### config.mk
export PLATFORM = sky130hd
export DESIGN_NAME = flash_cmd_decoder
export DESIGN_NICKNAME = d
export VERILOG_FILES = /design/src/rtl/flash_cmd_pkg.sv /design/src/rtl/flash_seq_tracker.sv /design/src/rtl/flash_mode_ctrl.sv /design/src/rtl/flash_cmd_decoder.sv
export SDC_FILE = /design/constraint.sdc
export NUM_CORES = 1
export LEC_CHECK = 0
export BUFFER_PORTS_ARGS = -buffer_cell sky130_fd_sc_hd__buf_2
export CORE_MARGIN = 2
export CORE_UTILIZATION = 45
export DETAILED_ROUTE_END_ITERATION = 8
export PLACE_DENSITY_LB_ADDON = 0.2
export SLEW_MARGIN = 20
export SYNTH_ARGS = -nofsm -noshare
export SYNTH_HDL_FRONTEND = slang
export SYNTH_SLANG_ARGS = --single-unit
### constraint.sdc
create_clock -name clk -period 2.6 [get_ports clk]
set_clock_uncertainty 0.1 [all_clocks]
set_input_delay 0.26 -clock clk [delete_from_list [all_inputs] [get_ports clk]]
set_output_delay 0.26 -clock clk [all_outputs]
set_load 0.005 [all_outputs]
### src/rtl/flash_cmd_pkg.sv
package flash_cmd_pkg;

  typedef enum logic [1:0] {
    OPK_PROG       = 2'd0,
    OPK_BLK_ERASE  = 2'd1,
    OPK_CHIP_ERASE = 2'd2
  } op_kind_t;

  typedef enum logic [2:0] {
    SQ_IDLE,
    SQ_UNL1,
    SQ_UNL2,
    SQ_ERS_ARM,
    SQ_ERS_UNL1,
    SQ_ERS_UNL2,
    SQ_PRG_DATA
  } seq_st_t;

  typedef enum logic [1:0] {
    MD_READ,
    MD_BUSY,
    MD_SUSP,
    MD_SUSP_PRG
  } mode_t;

  localparam logic [7:0] CODE_KEY_A     = 8'hAA;
  localparam logic [7:0] CODE_KEY_B     = 8'h55;
  localparam logic [7:0] CODE_ERASE_ARM = 8'h80;
  localparam logic [7:0] CODE_CHIP      = 8'h10;
  localparam logic [7:0] CODE_BLOCK     = 8'h30;
  localparam logic [7:0] CODE_PROG      = 8'hA0;
  localparam logic [7:0] CODE_RESET     = 8'hF0;
  localparam logic [7:0] CODE_SUSPEND   = 8'hB0;
  localparam logic [7:0] CODE_RESUME    = 8'h30;

endpackage

### src/rtl/flash_seq_tracker.sv
module flash_seq_tracker
  import flash_cmd_pkg::*;
#(
  parameter int ADDR_W = 16,
  parameter logic [ADDR_W-1:0] KEY_ADDR_A = 'h1554,
  parameter logic [ADDR_W-1:0] KEY_ADDR_B = 'h2AA8
) (
  input  logic              clk,
  input  logic              rst_n,
  input  logic              hold,
  input  logic              wr_en,
  input  logic [ADDR_W-1:0] wr_addr,
  input  logic [7:0]        wr_lo,
  output logic              seq_idle,
  output logic              cmd_valid,
  output op_kind_t          cmd_kind
);

  seq_st_t st_q, st_d;
  logic    st_en;
  logic    at_a, at_b;

  assign at_a  = (wr_addr == KEY_ADDR_A);
  assign at_b  = (wr_addr == KEY_ADDR_B);
  assign st_en = hold | wr_en;

  always_comb begin
    st_d      = st_q;
    cmd_valid = 1'b0;
    cmd_kind  = OPK_PROG;
    if (hold) begin
      st_d = SQ_IDLE;
    end else if (wr_en) begin
      st_d = SQ_IDLE;
      case (st_q)
        SQ_IDLE:     if (at_a && wr_lo == CODE_KEY_A) st_d = SQ_UNL1;
        SQ_UNL1:     if (at_b && wr_lo == CODE_KEY_B) st_d = SQ_UNL2;
        SQ_UNL2: begin
          if (at_a && wr_lo == CODE_ERASE_ARM)  st_d = SQ_ERS_ARM;
          else if (at_a && wr_lo == CODE_PROG)  st_d = SQ_PRG_DATA;
        end
        SQ_ERS_ARM:  if (at_a && wr_lo == CODE_KEY_A) st_d = SQ_ERS_UNL1;
        SQ_ERS_UNL1: if (at_b && wr_lo == CODE_KEY_B) st_d = SQ_ERS_UNL2;
        SQ_ERS_UNL2: begin
          if (at_a && wr_lo == CODE_CHIP) begin
            cmd_valid = 1'b1;
            cmd_kind  = OPK_CHIP_ERASE;
          end else if (wr_lo == CODE_BLOCK) begin
            cmd_valid = 1'b1;
            cmd_kind  = OPK_BLK_ERASE;
          end
        end
        SQ_PRG_DATA: begin
          cmd_valid = 1'b1;
          cmd_kind  = OPK_PROG;
        end
        default: st_d = SQ_IDLE;
      endcase
    end
  end

  always_ff @(posedge clk or negedge rst_n) begin
    if (!rst_n)     st_q <= SQ_IDLE;
    else if (st_en) st_q <= st_d;
  end

  assign seq_idle = (st_q == SQ_IDLE);

  assert_hold_clears_R7: assert property (@(posedge clk) disable iff (!rst_n)
    hold |=> seq_idle);

  assert_cmd_restarts_R6: assert property (@(posedge clk) disable iff (!rst_n)
    cmd_valid |=> seq_idle);

  assert_key_step_R2: assert property (@(posedge clk) disable iff (!rst_n)
    (st_q == SQ_UNL1) |-> ($past(wr_en) || $past(st_q) == SQ_UNL1));

endmodule

### src/rtl/flash_mode_ctrl.sv
module flash_mode_ctrl
  import flash_cmd_pkg::*;
#(
  parameter int ADDR_W = 16,
  parameter int BLK_W  = 3,
  localparam int NUM_BLK = 1 << BLK_W
) (
  input  logic               clk,
  input  logic               rst_n,
  input  logic               wr_en,
  input  logic [7:0]         wr_lo,
  input  logic               seq_idle,
  input  logic               cmd_valid,
  input  op_kind_t           cmd_kind,
  input  logic [ADDR_W-1:0]  cmd_addr,
  input  logic [15:0]        cmd_data,
  input  logic [NUM_BLK-1:0] prot_mask,
  input  logic               ctrl_done,
  output logic               hold,
  output logic               op_start,
  output op_kind_t           op_kind,
  output logic [ADDR_W-1:0]  op_addr,
  output logic [15:0]        op_data,
  output logic               op_suspend,
  output logic               op_resume,
  output logic               op_abort,
  output logic               rd_status
);

  mode_t            mode_q, mode_d;
  logic [BLK_W-1:0] susp_blk_q, susp_blk_d;
  logic             cur_erase_q, cur_erase_d;
  logic             cur_chip_q, cur_chip_d;
  logic             start_d, susp_d, res_d, abort_d;
  logic [BLK_W-1:0] cmd_blk;
  logic             cmd_ok, wr_reset, wr_susp, wr_resume;

  assign cmd_blk   = cmd_addr[ADDR_W-1 -: BLK_W];
  assign cmd_ok    = cmd_valid && (cmd_kind == OPK_CHIP_ERASE || !prot_mask[cmd_blk]);
  assign wr_reset  = wr_en && (wr_lo == CODE_RESET);
  assign wr_susp   = wr_en && (wr_lo == CODE_SUSPEND);
  assign wr_resume = wr_en && (wr_lo == CODE_RESUME);
  assign hold      = (mode_q == MD_BUSY) || (mode_q == MD_SUSP_PRG);

  always_comb begin
    mode_d      = mode_q;
    susp_blk_d  = susp_blk_q;
    cur_erase_d = cur_erase_q;
    cur_chip_d  = cur_chip_q;
    start_d     = 1'b0;
    susp_d      = 1'b0;
    res_d       = 1'b0;
    abort_d     = 1'b0;
    case (mode_q)
      MD_READ: begin
        if (cmd_ok) begin
          start_d     = 1'b1;
          mode_d      = MD_BUSY;
          cur_erase_d = (cmd_kind != OPK_PROG);
          cur_chip_d  = (cmd_kind == OPK_CHIP_ERASE);
          susp_blk_d  = cmd_blk;
        end
      end
      MD_BUSY: begin
        if (ctrl_done) begin
          mode_d = MD_READ;
        end else if (wr_reset) begin
          abort_d = 1'b1;
          mode_d  = MD_READ;
        end else if (wr_susp && cur_erase_q) begin
          susp_d = 1'b1;
          mode_d = MD_SUSP;
        end
      end
      MD_SUSP: begin
        if (seq_idle && wr_resume) begin
          res_d  = 1'b1;
          mode_d = MD_BUSY;
        end else if (seq_idle && wr_reset) begin
          abort_d = 1'b1;
          mode_d  = MD_READ;
        end else if (cmd_ok && cmd_kind == OPK_PROG && !cur_chip_q &&
                     cmd_blk != susp_blk_q) begin
          start_d = 1'b1;
          mode_d  = MD_SUSP_PRG;
        end
      end
      MD_SUSP_PRG: begin
        if (ctrl_done) mode_d = MD_SUSP;
      end
      default: mode_d = MD_READ;
    endcase
  end

  always_ff @(posedge clk or negedge rst_n) begin
    if (!rst_n) begin
      mode_q      <= MD_READ;
      susp_blk_q  <= '0;
      cur_erase_q <= 1'b0;
      cur_chip_q  <= 1'b0;
      op_start    <= 1'b0;
      op_suspend  <= 1'b0;
      op_resume   <= 1'b0;
      op_abort    <= 1'b0;
      rd_status   <= 1'b0;
    end else begin
      mode_q      <= mode_d;
      susp_blk_q  <= susp_blk_d;
      cur_erase_q <= cur_erase_d;
      cur_chip_q  <= cur_chip_d;
      op_start    <= start_d;
      op_suspend  <= susp_d;
      op_resume   <= res_d;
      op_abort    <= abort_d;
      rd_status   <= (mode_d == MD_BUSY) || (mode_d == MD_SUSP_PRG);
    end
  end

  always_ff @(posedge clk or negedge rst_n) begin
    if (!rst_n) begin
      op_kind <= OPK_PROG;
      op_addr <= '0;
      op_data <= '0;
    end else if (start_d) begin
      op_kind <= cmd_kind;
      op_addr <= cmd_addr;
      op_data <= cmd_data;
    end
  end

  assert_single_pulse_R12: assert property (@(posedge clk) disable iff (!rst_n)
    $countones({op_start, op_suspend, op_resume, op_abort}) <= 1);

  assert_start_width_R12: assert property (@(posedge clk) disable iff (!rst_n)
    op_start |=> !op_start);

  assert_start_status_R3: assert property (@(posedge clk) disable iff (!rst_n)
    op_start |-> rd_status);

  assert_susp_from_busy_R8: assert property (@(posedge clk) disable iff (!rst_n)
    op_suspend |-> (!rd_status && $past(rd_status)));

  assert_resume_to_busy_R8: assert property (@(posedge clk) disable iff (!rst_n)
    op_resume |-> (rd_status && !$past(rd_status)));

  assert_abort_read_R10: assert property (@(posedge clk) disable iff (!rst_n)
    op_abort |-> !rd_status);

endmodule

### src/rtl/flash_cmd_decoder.sv
module flash_cmd_decoder
  import flash_cmd_pkg::*;
#(
  parameter int ADDR_W = 16,
  parameter int BLK_W  = 3,
  localparam int NUM_BLK = 1 << BLK_W
) (
  input  logic               clk,
  input  logic               rst_n,
  input  logic               wr_en,
  input  logic [ADDR_W-1:0]  wr_addr,
  input  logic [15:0]        wr_data,
  input  logic               ctrl_done,
  input  logic [NUM_BLK-1:0] prot_mask,
  output logic               op_start,
  output logic [1:0]         op_kind,
  output logic [ADDR_W-1:0]  op_addr,
  output logic [15:0]        op_data,
  output logic               op_suspend,
  output logic               op_resume,
  output logic               op_abort,
  output logic               rd_status
);

  logic     hold, seq_idle, cmd_valid;
  op_kind_t cmd_kind, kind_q;

  flash_seq_tracker #(.ADDR_W(ADDR_W)) u_seq (
    .clk       (clk),
    .rst_n     (rst_n),
    .hold      (hold),
    .wr_en     (wr_en),
    .wr_addr   (wr_addr),
    .wr_lo     (wr_data[7:0]),
    .seq_idle  (seq_idle),
    .cmd_valid (cmd_valid),
    .cmd_kind  (cmd_kind)
  );

  flash_mode_ctrl #(.ADDR_W(ADDR_W), .BLK_W(BLK_W)) u_mode (
    .clk        (clk),
    .rst_n      (rst_n),
    .wr_en      (wr_en),
    .wr_lo      (wr_data[7:0]),
    .seq_idle   (seq_idle),
    .cmd_valid  (cmd_valid),
    .cmd_kind   (cmd_kind),
    .cmd_addr   (wr_addr),
    .cmd_data   (wr_data),
    .prot_mask  (prot_mask),
    .ctrl_done  (ctrl_done),
    .hold       (hold),
    .op_start   (op_start),
    .op_kind    (kind_q),
    .op_addr    (op_addr),
    .op_data    (op_data),
    .op_suspend (op_suspend),
    .op_resume  (op_resume),
    .op_abort   (op_abort),
    .rd_status  (rd_status)
  );

  assign op_kind = kind_q;

endmodule

Yosys cells after proc, flatten, opt, wreduce, memory -nomap -nowiden:

Index checks and enable logic that the tools add are counted.

* $lt $le $gt $ge: 1
* equality and inequality tests: 23
* multiplexer cells: 46
* bitwise logic cells: 1
* reduce and logical (&&, ||, !) cells: 27

Operators with widths (number)
* 8-bit == test (second input constant): 5
* 2-bit two-way mux: 13
* 1-bit two-way mux: 21
* 3-bit two-way mux: 6
* 16-bit by 13-bit == test with 1-bit output (second input constant): 1
* 16-bit by 14-bit == test with 1-bit output (second input constant): 1
* 1-bit logical AND: 15
* 3-bit case mux with 5 select lines: 1
* 3-bit == test (second input constant): 3
* 2-bit == test (second input constant): 4
* 8-bit by 5-bit == test with 1-bit output (second input constant): 1
* 8-bit by 6-bit == test with 1-bit output (second input constant): 1
* 8-bit by 7-bit == test with 1-bit output (second input constant): 1
* 2-bit case mux with 4 select lines: 1
* 3-bit by 2-bit == test with 1-bit output (second input constant): 2
* 1-bit case mux with 2 select lines: 3
* 2-bit by 1-bit == test with 1-bit output (second input constant): 2
* 2-bit logical NOT: 2
* 3-bit by 4-bit < comparator with 1-bit output (second input constant): 1
* 2-bit AND reduction: 2
* 2-bit nonzero test: 2
* 1-bit binary-select mux with 3-bit select: 1
* 3-bit by 1-bit == test with 1-bit output (second input constant): 1
* 3-bit logical NOT: 1
* other kinds (4): 7

* bits in registers: 49

Depth between registers and ports, before layout:

Gate-level depths: netlist of run 1.

* depth in word-level cells: 18
* gate-level depth with buffers: 8
* gate-level depth less buffers: 7

Modules after synthesis:

A second synthesis of run 1 with hierarchy kept.

* cell total of the unflattened synthesis: 199
* area, all modules: 2610.0 µm²

By module, submodules not included
* flash_mode_ctrl: instances 1, cells each 149, area an instance 2210.9 µm²
* flash_seq_tracker: instances 1, cells each 50, area an instance 399.1 µm²

Worst setup path after synthesis of run 1:

No wires, ideal clock.

* path kind: reg-to-reg
* from: reg u_mode.mode_q[0]
* to: reg u_mode.op_addr[14]
* arrival time: 2225 ps
* slack: 148 ps
* cell stages (with the launch flop): 8
* path buffers: 1
* cell sequence: dfrtp_1 > ha_1 > nor4bb_1 > nand4_1 > o211a_1 > o211ai_4 > buf_6 > mux2_1

* word-level cells in the longest chain between the ends: 13
* elaborated cells between the ends (all ways): 19
* classes of those cells: eq/ne: 4; mux: 7; reduce/logical: 8

RTL lines
* from (decl): line flash_mode_ctrl.sv:30 `mode_t mode_q, mode_d;`
* from (signal assigned): line flash_mode_ctrl.sv:107 `mode_q <= mode_d;`
* 2-bit by 1-bit == test with 1-bit output or 2-bit == test (tied branches): line flash_mode_ctrl.sv:43 `assign hold = (mode_q == MD_BUSY) || (mode_q == MD_SUSP_PRG);`
* 1-bit logical OR: line flash_mode_ctrl.sv:43
* 2-bit two-way mux: line flash_seq_tracker.sv:31 `if (hold) begin`
* 2-bit == test: line flash_mode_ctrl.sv:39 `assign cmd_ok = cmd_valid && (cmd_kind == OPK_CHIP_ERASE || !prot_mask[cmd_blk]);`
* 1-bit logical OR: line flash_mode_ctrl.sv:39
* 1-bit logical AND: line flash_mode_ctrl.sv:39
* 1-bit logical AND (3 in a row): line flash_mode_ctrl.sv:82 `end else if (cmd_ok && cmd_kind == OPK_PROG && !cur_chip_q &&`
* 1-bit two-way mux: line flash_mode_ctrl.sv:82
* 1-bit two-way mux: line flash_mode_ctrl.sv:79 `end else if (seq_idle && wr_reset) begin`
* 1-bit two-way mux: line flash_mode_ctrl.sv:76 `if (seq_idle && wr_resume) begin`
* 1-bit case mux with 2 select lines (*): line flash_mode_ctrl.sv:54 `case (mode_q)`
* to (signal assigned): line flash_mode_ctrl.sv:126 `op_addr <= cmd_addr;`
* to (decl): line flash_mode_ctrl.sv:22 `output logic [ADDR_W-1:0] op_addr,`

Mark *: on every way between the ends. The rest lies on a longest branch, timed or not.
A chain may end at the register's enable or synchronous reset.

Worst setup path after layout of run 1:

* from: reg u_mode.mode_q[0]
* to: reg u_mode.op_data[4]

* word-level cells in the longest chain between the ends: 13
* elaborated cells between the ends (all ways): 19
* classes of those cells: eq/ne: 4; mux: 7; reduce/logical: 8

RTL lines
* 2-bit by 1-bit == test with 1-bit output or 2-bit == test (tied branches): line flash_mode_ctrl.sv:43
* 1-bit logical OR: line flash_mode_ctrl.sv:43
* 2-bit two-way mux: line flash_seq_tracker.sv:31
* 2-bit == test: line flash_mode_ctrl.sv:39
* 1-bit logical OR: line flash_mode_ctrl.sv:39
* 1-bit logical AND: line flash_mode_ctrl.sv:39
* 1-bit logical AND (3 in a row): line flash_mode_ctrl.sv:82
* 1-bit two-way mux: line flash_mode_ctrl.sv:82
* 1-bit two-way mux: line flash_mode_ctrl.sv:79
* 1-bit two-way mux: line flash_mode_ctrl.sv:76
* 1-bit case mux with 2 select lines (*): line flash_mode_ctrl.sv:54
* to (signal assigned): line flash_mode_ctrl.sv:127 `op_data <= cmd_data;`
* to (decl): line flash_mode_ctrl.sv:23 `output logic [15:0] op_data,`

Marked as above.

==> impl_metrics.toml, run 1 <==
[timing]
slew_viol_final = 0
finalSetupViolations = 0
finalCritPeriodShare_pct = 96.3
setup_slack_ns = 0.0965
setup_tns_ns = 0
hold_violations = 0
max_freq_ghz = 0.399
period_minus_slack_ns = 2.50
tightest_slew_ns = 0.608
timing.slew.headroom_pct = 59.5

[routing]
vias = 2050
first_pass_iters = 4
remaining_drc_errors = 0
drt_iter0_drc = 162
wire_per_inst_um = 15.9
ant_nets = 0
via_per_inst = 5.39
wirelength_um = 6030

[power_and_ir_drop]
p_seq_share_pct = 56.1
clkPwrFrac_pct = 35.7
fin_total_pwr_mw = 1.36
p_sw_share_pct = 25.3
power.density_mw_per_mm2 = 399
ir_drop_mv = 0.251
switchingPower_mw = 0.343
pwr-share-comb_pct = 8.1
power.leakage_nw = 1.84
p_int_mw = 1.01

[die]
start_util_pct = 47.0
core_mm2 = 0.00557
rows = 27
dieArea_mm2 = 0.00645
ios = 83
die_h_um = 80.3
die_x_um = 80.3

[synthesis]
synth_area_leaders = "dfrtp_1 (47%), mux2_4 (14%), mux2_2 (4.3%)"
synth_common_cells = "dfrtp_1 (49), mux2_4 (25), mux2_2 (10)"
ys.flop_type = "dfrtp_1"
async_reset_ff_share_pct = 100
synth-simple-area-share_pct = 14.7
seq_area_frac_synth_pct = 46.8
synth_top_family_by_area = "multiplexers"
yosys_register_bits = 49
avgSynthCellArea_um2 = 12.7
synthMuxAreaShare_pct = 22.0
synth_edf_count = 0
yosysUniqueCellTypes = 48
syn_nets = 254
synth_top_cell_area_share_pct = 46.8
synth-xor-area-share_pct = 1.34
syn_area_mm2 = 0.00262
synth_compound_area_share_pct = 9.74
yosysMostFrequentCell = "dfrtp_1"
yosysTopAreaCell = "dfrtp_1"
synth_adder_area_share_pct = 1.91
ys_warn_count = 0
netlist_instances = 206

[clocking]
cts_root_buf = "clkbuf_8"
cts_tree = "yes"
cts_buffers = 5
cts.htree.levels = 2
clk_path_buf_depth = 2
path_clk_slew_ns = 0.11
clkSinkCount = 49
clock_latency_ns = 0.32

[placement]
post-place-ws_ns = 0.00535
portBuffers = 82
gp_congestion = 0.864
dpl_cell_area_mm2 = 0.00318
dpl.hpwl_um = 4320

[layout]
syn_to_final_growth_pct = 29.8
antenna_cells = 0
fin_area_mm2 = 0.00340
post-route-util_pct = 61.0
final_nets = 355
drive_gt1_share_pct = 50.6

[setup_path]
path_max_fanout = 6
slowest_stage = "dfrtp_1"
worstRegToRegCells = 8
path_class = "reg -> reg"
path_delay_family = "compound AO/OA/AOI/OAI gates"
arrival_ns = 2.60
reg2reg_from = "u_mode.mode_q[0]"
critPathMaxStageDelay_ns = 0.45
r2r_slack_ns = 0.1
worstSetupStartpointType = "flip-flop"
crit_buf_inv = 2
cp-end-kind = "flip-flop"
timing.rr.end = "u_mode.op_data[4]"
crit_required_ns = 2.70
path_cells = "ha_1, nor4bb_4, nand4_1, o211a_1, o211ai_4, buf_4, clkbuf_16, mux2_4"

[global_routing]
grt_start_max_net_pins = 50
antenna_found_initial = 0
overflow = 0
track_usage_pct = 18.9
grt_pass1_wl_um = 9290
grt_pass1_vias = 1954

[outcome]
status = "complete, no violations"

[flow_run]
max_cap_violations = 0

[worst_hold_path]
min_from = "wr_data[15]"
hp-class = "in -> reg"
min_to = "u_mode.op_data[15]"
holdPathStages = 2
==> worst reg2reg max path, cell delays in order (launching register included) <==
cell	delay [ns]
dfrtp_1	0.45
ha_1	0.27
nor4bb_4	0.31
nand4_1	0.15
o211a_1	0.28
o211ai_4	0.19
buf_4	0.18
clkbuf_16	0.17
mux2_4	0.29
==> cells in the final DEF (no fill, tap or decap), types with 2 or more instances in the layout <==
cell and n:
clkinv_4 2, dfrtp_1 49, nor2b_1 4, and3_1 4, a31oi_1 2, xnor2_1 4
a221oi_1 2, clkbuf_16 2, nor4_1 5, mux2i_1 2, nand2_1 7, and4_1 3
nor4bb_1 6, o21ai_0 6, mux2_4 25, buf_2 82, nor3_1 8, mux4_2 2
clkbuf_8 5, nand2b_1 2, mux2_2 10, nand4_1 4, ha_1 3, nor2_1 5
nand3_1 5, a41oi_1 3, inv_1 7, buf_6 2, mux2_1 2, buf_4 16
a21oi_1 3
==> flip-flops by register name (all words and copies together) (netlist names) <==
register,cells
u_mode.op_start,1
u_mode.rd_status,1
u_mode.cur_erase_q,1
u_mode.op_kind,2
u_mode.cur_chip_q,1
u_mode.susp_blk_q,3
u_mode.op_addr,16
u_mode.op_suspend,1
u_seq.st_q,3
u_mode.mode_q,2
u_mode.op_data,16
u_mode.op_abort,1
u_mode.op_resume,1
==> routing by layer <==
layer | vias up | track usage [%] | wire [um]
met1 | 977 | 24.5 | 2680
met5 | - | 0 | 0
li1 | 981 | - | -
met4 | 0 | 6.95 | 124
met3 | 10 | 4.38 | 397
met2 | 82 | 30.9 | 2820
==> what timing repair did <==
| action | in CTS | in global routing |
|---|---|---|
| buffers inserted | 0 | 3 |
| setup endpoints to repair | 2 | 32 |
| gates resized for setup | 1 | 4 |
| pin swaps | 0 | 4 |
| endpoints found under the hold margin | 49 | 0 |
| hold buffers | 1 | 0 |
| cloned | 0 | 3 |
==> area by class of cell <==
type                            instances  area, um2
Fill cell                             464       2170
Multi-Input combinational cell        139       1320
Sequential cell                        49       1230
Timing Repair Buffer                  104        633
Tap cell                               72       90.1
Clock buffer                            5       68.8
Clock inverter                          3       33.8
Inverter                                8       30.0
==> per-stage QoR <==
| stage | hold WS, ns | std cells |
|---|---|---|
| global route | 0.0456 | 380 |
| detailed placement | 0.303 | 365 |
| floorplan | -0.136 | 206 |
| global placement | 0.300 | 365 |
| finish | 0.0601 | 380 |
| CTS | 0.0554 | 374 |
==> power by group through the flow <==
stage	Clock (mW)	Combinational (mW)	Sequential, mW
floorplan	0	0.0379	0.777
global placement	0	0.110	0.777
detailed placement	0	0.110	0.777
CTS	0.507	0.112	0.762
global route	0.536	0.123	0.762
finish	0.484	0.110	0.761
==> cell families (layout without fill, tap and decap cells) <==
| kind of cell | Yosys count | after routing |
|---|---|---|
| AOI/OAI and AO/OA | 29 | 29 |
| xor gates and xnor gates | 4 | 4 |
| adders and majority gates | 4 | 4 |
| buffers and inverters | 18 | 120 |
| DFF | 49 | 49 |
| muxes | 41 | 41 |
| and+or+nand+nor | 61 | 61 |
==> worst max-delay path by stage <==
stage	startpoint	to	slack (ns)	cells past startpoint
floorplan	u_mode.mode_q[0]	u_mode.op_addr[14]	0.15	7
global placement	u_mode.mode_q[0]	u_mode.op_addr[3]	0.11	7
detailed placement	u_mode.mode_q[0]	u_mode.op_addr[3]	0.005	7
CTS	u_mode.mode_q[0]	u_mode.op_addr[3]	0.06	7
global route	u_mode.mode_q[0]	u_mode.op_addr[1]	-0.01	8
finish	u_mode.mode_q[0]	u_mode.op_data[4]	0.1	8
(Power assumes the default switching activity.)
==> run 2: changes to the inputs <==
ABC_AREA = 1   (was not set)
==> run 2 against run 1 <==
Sequential power about the same. Critical path type unchanged. Highest routed layer unchanged. Core utilization down 3.9 points. Clock power is 10% lower. First-iteration DRC count up 0.62%. Via count increased by 28%. Final cell count grew 35%. Global-route usage grew 3.2 points. Non-clock buffer count shrank 16. Register-to-register slack gained 0.18 ns.
==> impl_metrics.toml, run 2 <==
[setup_path]
cp-end-kind = "flip-flop"
crit_required_ns = 2.74
slowest_stage = "dfrtp_1"
critPathMaxStageDelay_ns = 0.41
crit_top_cell = "nand2_1"
reg2reg_from = "u_mode.mode_q[1]"
path_max_fanout = 35
worstSetupStartpoint = "u_mode.mode_q[1]"
path_class = "reg -> reg"
worstSetupStartpointType = "flip-flop"
arrival_ns = 2.46
path_cells = "inv_1, ha_1, nor2_1, nand2_1, nor2_1, nand4_1, nand2_1, nand2_2, clkinv_2, nand3_4, nand2_4, nand2_1, nand2_1"

[die]
die_h_um = 80.8
start_util_pct = 47.3
dieArea_mm2 = 0.00652
ios = 83
die_x_um = 80.8
rows = 27
core_mm2 = 0.00561

[power_and_ir_drop]
clkPwrFrac_pct = 33.2
switchingPower_mw = 0.317
pwr-share-comb_pct = 8.4
p_int_mw = 0.987
power.leakage_nw = 1.89
ir_drop_mv = 0.209
power.density_mw_per_mm2 = 407
p_seq_share_pct = 58.3
p_sw_share_pct = 24.3

[layout]
final_cell_mix = "nand2_1 (124), buf_2 (82), nand3_1 (53)"
final_nets = 487
syn_to_final_growth_pct = 20.8
layout_commonest_cell = "nand2_1"
antenna_cells = 0
drive_gt1_share_pct = 24.3
largestRegisters = "u_mode.op_addr x16, u_mode.op_data x16"

[synthesis]
netlist_instances = 356
syn_nets = 404
ys_warn_count = 0
avgSynthCellArea_um2 = 7.45
synth_top_cell_area_share_pct = 46.2
synth_top_family_by_area = "simple AND/OR/NAND/NOR gates"
syn_area_mm2 = 0.00265
synth_area_leaders = "dfrtp_1 (46%), nand2_1 (18%), nand3_1 (10%)"
synth-xor-area-share_pct = 0.991
ys.flop_type = "dfrtp_1"
async_reset_ff_share_pct = 100
synth_adder_area_share_pct = 1.89
yosysTopAreaCell = "dfrtp_1"
synth_edf_count = 0
synth_compound_area_share_pct = 3.16
yosysUniqueCellTypes = 26
seq_area_frac_synth_pct = 46.2
synth-simple-area-share_pct = 40.3
yosysMostFrequentCell = "nand2_1"
yosys_register_bits = 49
synth_common_cells = "nand2_1 (124), nand3_1 (53), dfrtp_1 (49)"
synthMuxAreaShare_pct = 0

[timing]
max_freq_ghz = 0.431
setup_tns_ns = 0
hold_violations = 0
finalCritPeriodShare_pct = 89.2
setup_slack_ns = 0.280
timing.slew.headroom_pct = 58.6
rsz0062_at_grt = "no"
tightest_slew_ns = 0.620
finalSetupViolations = 0
slew_viol_final = 0
period_minus_slack_ns = 2.32

[clocking]
path_clk_slew_ns = 0.09
cts_resized = 0
clkSinkCount = 49
cts.htree.levels = 2
clk_path_buf_depth = 2
cts_tree = "yes"
clock_latency_ns = 0.30
post_cts_buffers = 0
cts_root_buf = "clkbuf_8"
cts_buffers = 5

[placement]
post-place-ws_ns = 0.292
gp_congestion = 0.872
dpl.hpwl_um = 5050
portBuffers = 82

[routing]
remaining_drc_errors = 0
drt_iter0_drc = 163
vias = 2619
wire_per_inst_um = 13.1
first_pass_iters = 5
wirelength_um = 6720
ant_nets = 0
via_per_inst = 5.12

[global_routing]
grt_pass1_wl_um = 11300
grt_pass1_vias = 2461
antenna_found_initial = 0
track_usage_pct = 22.2
overflow = 0
grt_start_max_net_pins = 50

[outcome]
status = "complete, no violations"

[worst_hold_path]
hp-class = "in -> reg"
min_from = "wr_data[10]"

[flow_run]
max_cap_violations = 0
==> run 2: cell type report <==
| class | count | area [um2] |
|---|---|---|
| Clock buffer | 6 | 72.6 |
| Multi-Input combinational cell | 264 | 1230 |
| Timing Repair Buffer | 88 | 458 |
| Inverter | 31 | 118 |
| Tap cell | 72 | 90.1 |
| Clock inverter | 2 | 10.0 |
| Fill cell | 559 | 2400 |
| Sequential cell | 49 | 1230 |
==> run 2: routing by layer <==
metal	track usage [%]	part of all wire, %
met3	3.78	5.4
met4	7.97	1.7
met1	29.0	47
met2	37.2	46
met5	0	0
==> run 2: through the flow <==
| stage | utilization (%) | hold WS [ns] | instance area, um2 | total power, mW | instances |
|---|---|---|---|---|---|
| floorplan | - | -0.136 | 2650 | 0.816 | 356 |
| global placement | 55.5 | 0.303 | 3110 | 0.886 | 503 |
| detailed placement | 55.5 | 0.304 | 3110 | 0.886 | 503 |
| CTS | 57.1 | 0.0436 | 3200 | 1.32 | 512 |
| global route | 57.1 | 0.0435 | 3200 | 1.36 | 512 |
| finish | 57.1 | 0.0509 | 3200 | 1.30 | 512 |
==> run 2: power by group through the flow <==
stage / logic, mW / clock network, mW / registers (mW)
after CTS: 0.111 / 0.448 / 0.761
after detailed placement: 0.109 / 0 / 0.777
after floorplan: 0.0390 / 0 / 0.777
after global routing: 0.125 / 0.478 / 0.761
final: 0.110 / 0.434 / 0.761
after global placement: 0.109 / 0 / 0.777
==> run 2: logic make-up after synthesis <==
group / count (synthesis)
compound gates: 15
buf+inv: 43
flops: 49
fa+ha+maj: 4
xor+xnor: 3
simple gates: 242
==> run 2: critical path, delay by kind of cell, from the launching register on <==
kind / cells / cell delay, ns
buffers and inverters: 2 / 0.18
adder cells (fa/ha/maj): 1 / 0.22
flip-flops: 1 / 0.41
AND/OR/NAND/NOR: 10 / 1.33
==> run 2: worst paths after layout <==
path                       cells past startpoint  slack (ns)                 end
max                                           13        0.28  u_mode.op_addr[14]
min                                            3        0.05  u_mode.op_data[10]
max reg2reg                                   13        0.28  u_mode.op_addr[14]
min reg2reg                                    2        0.39   u_mode.cur_chip_q
max in group asynchronous                      3        1.50  u_mode.op_data[13]
min in group asynchronous                      3        0.49  u_mode.op_addr[10]
==> run 2: timing repair <==
item                                    in CTS  in global routing
endpoints found under the setup margin       0                  0
hold buffers                                 1                  0
endpoints found under the hold margin       49                  0
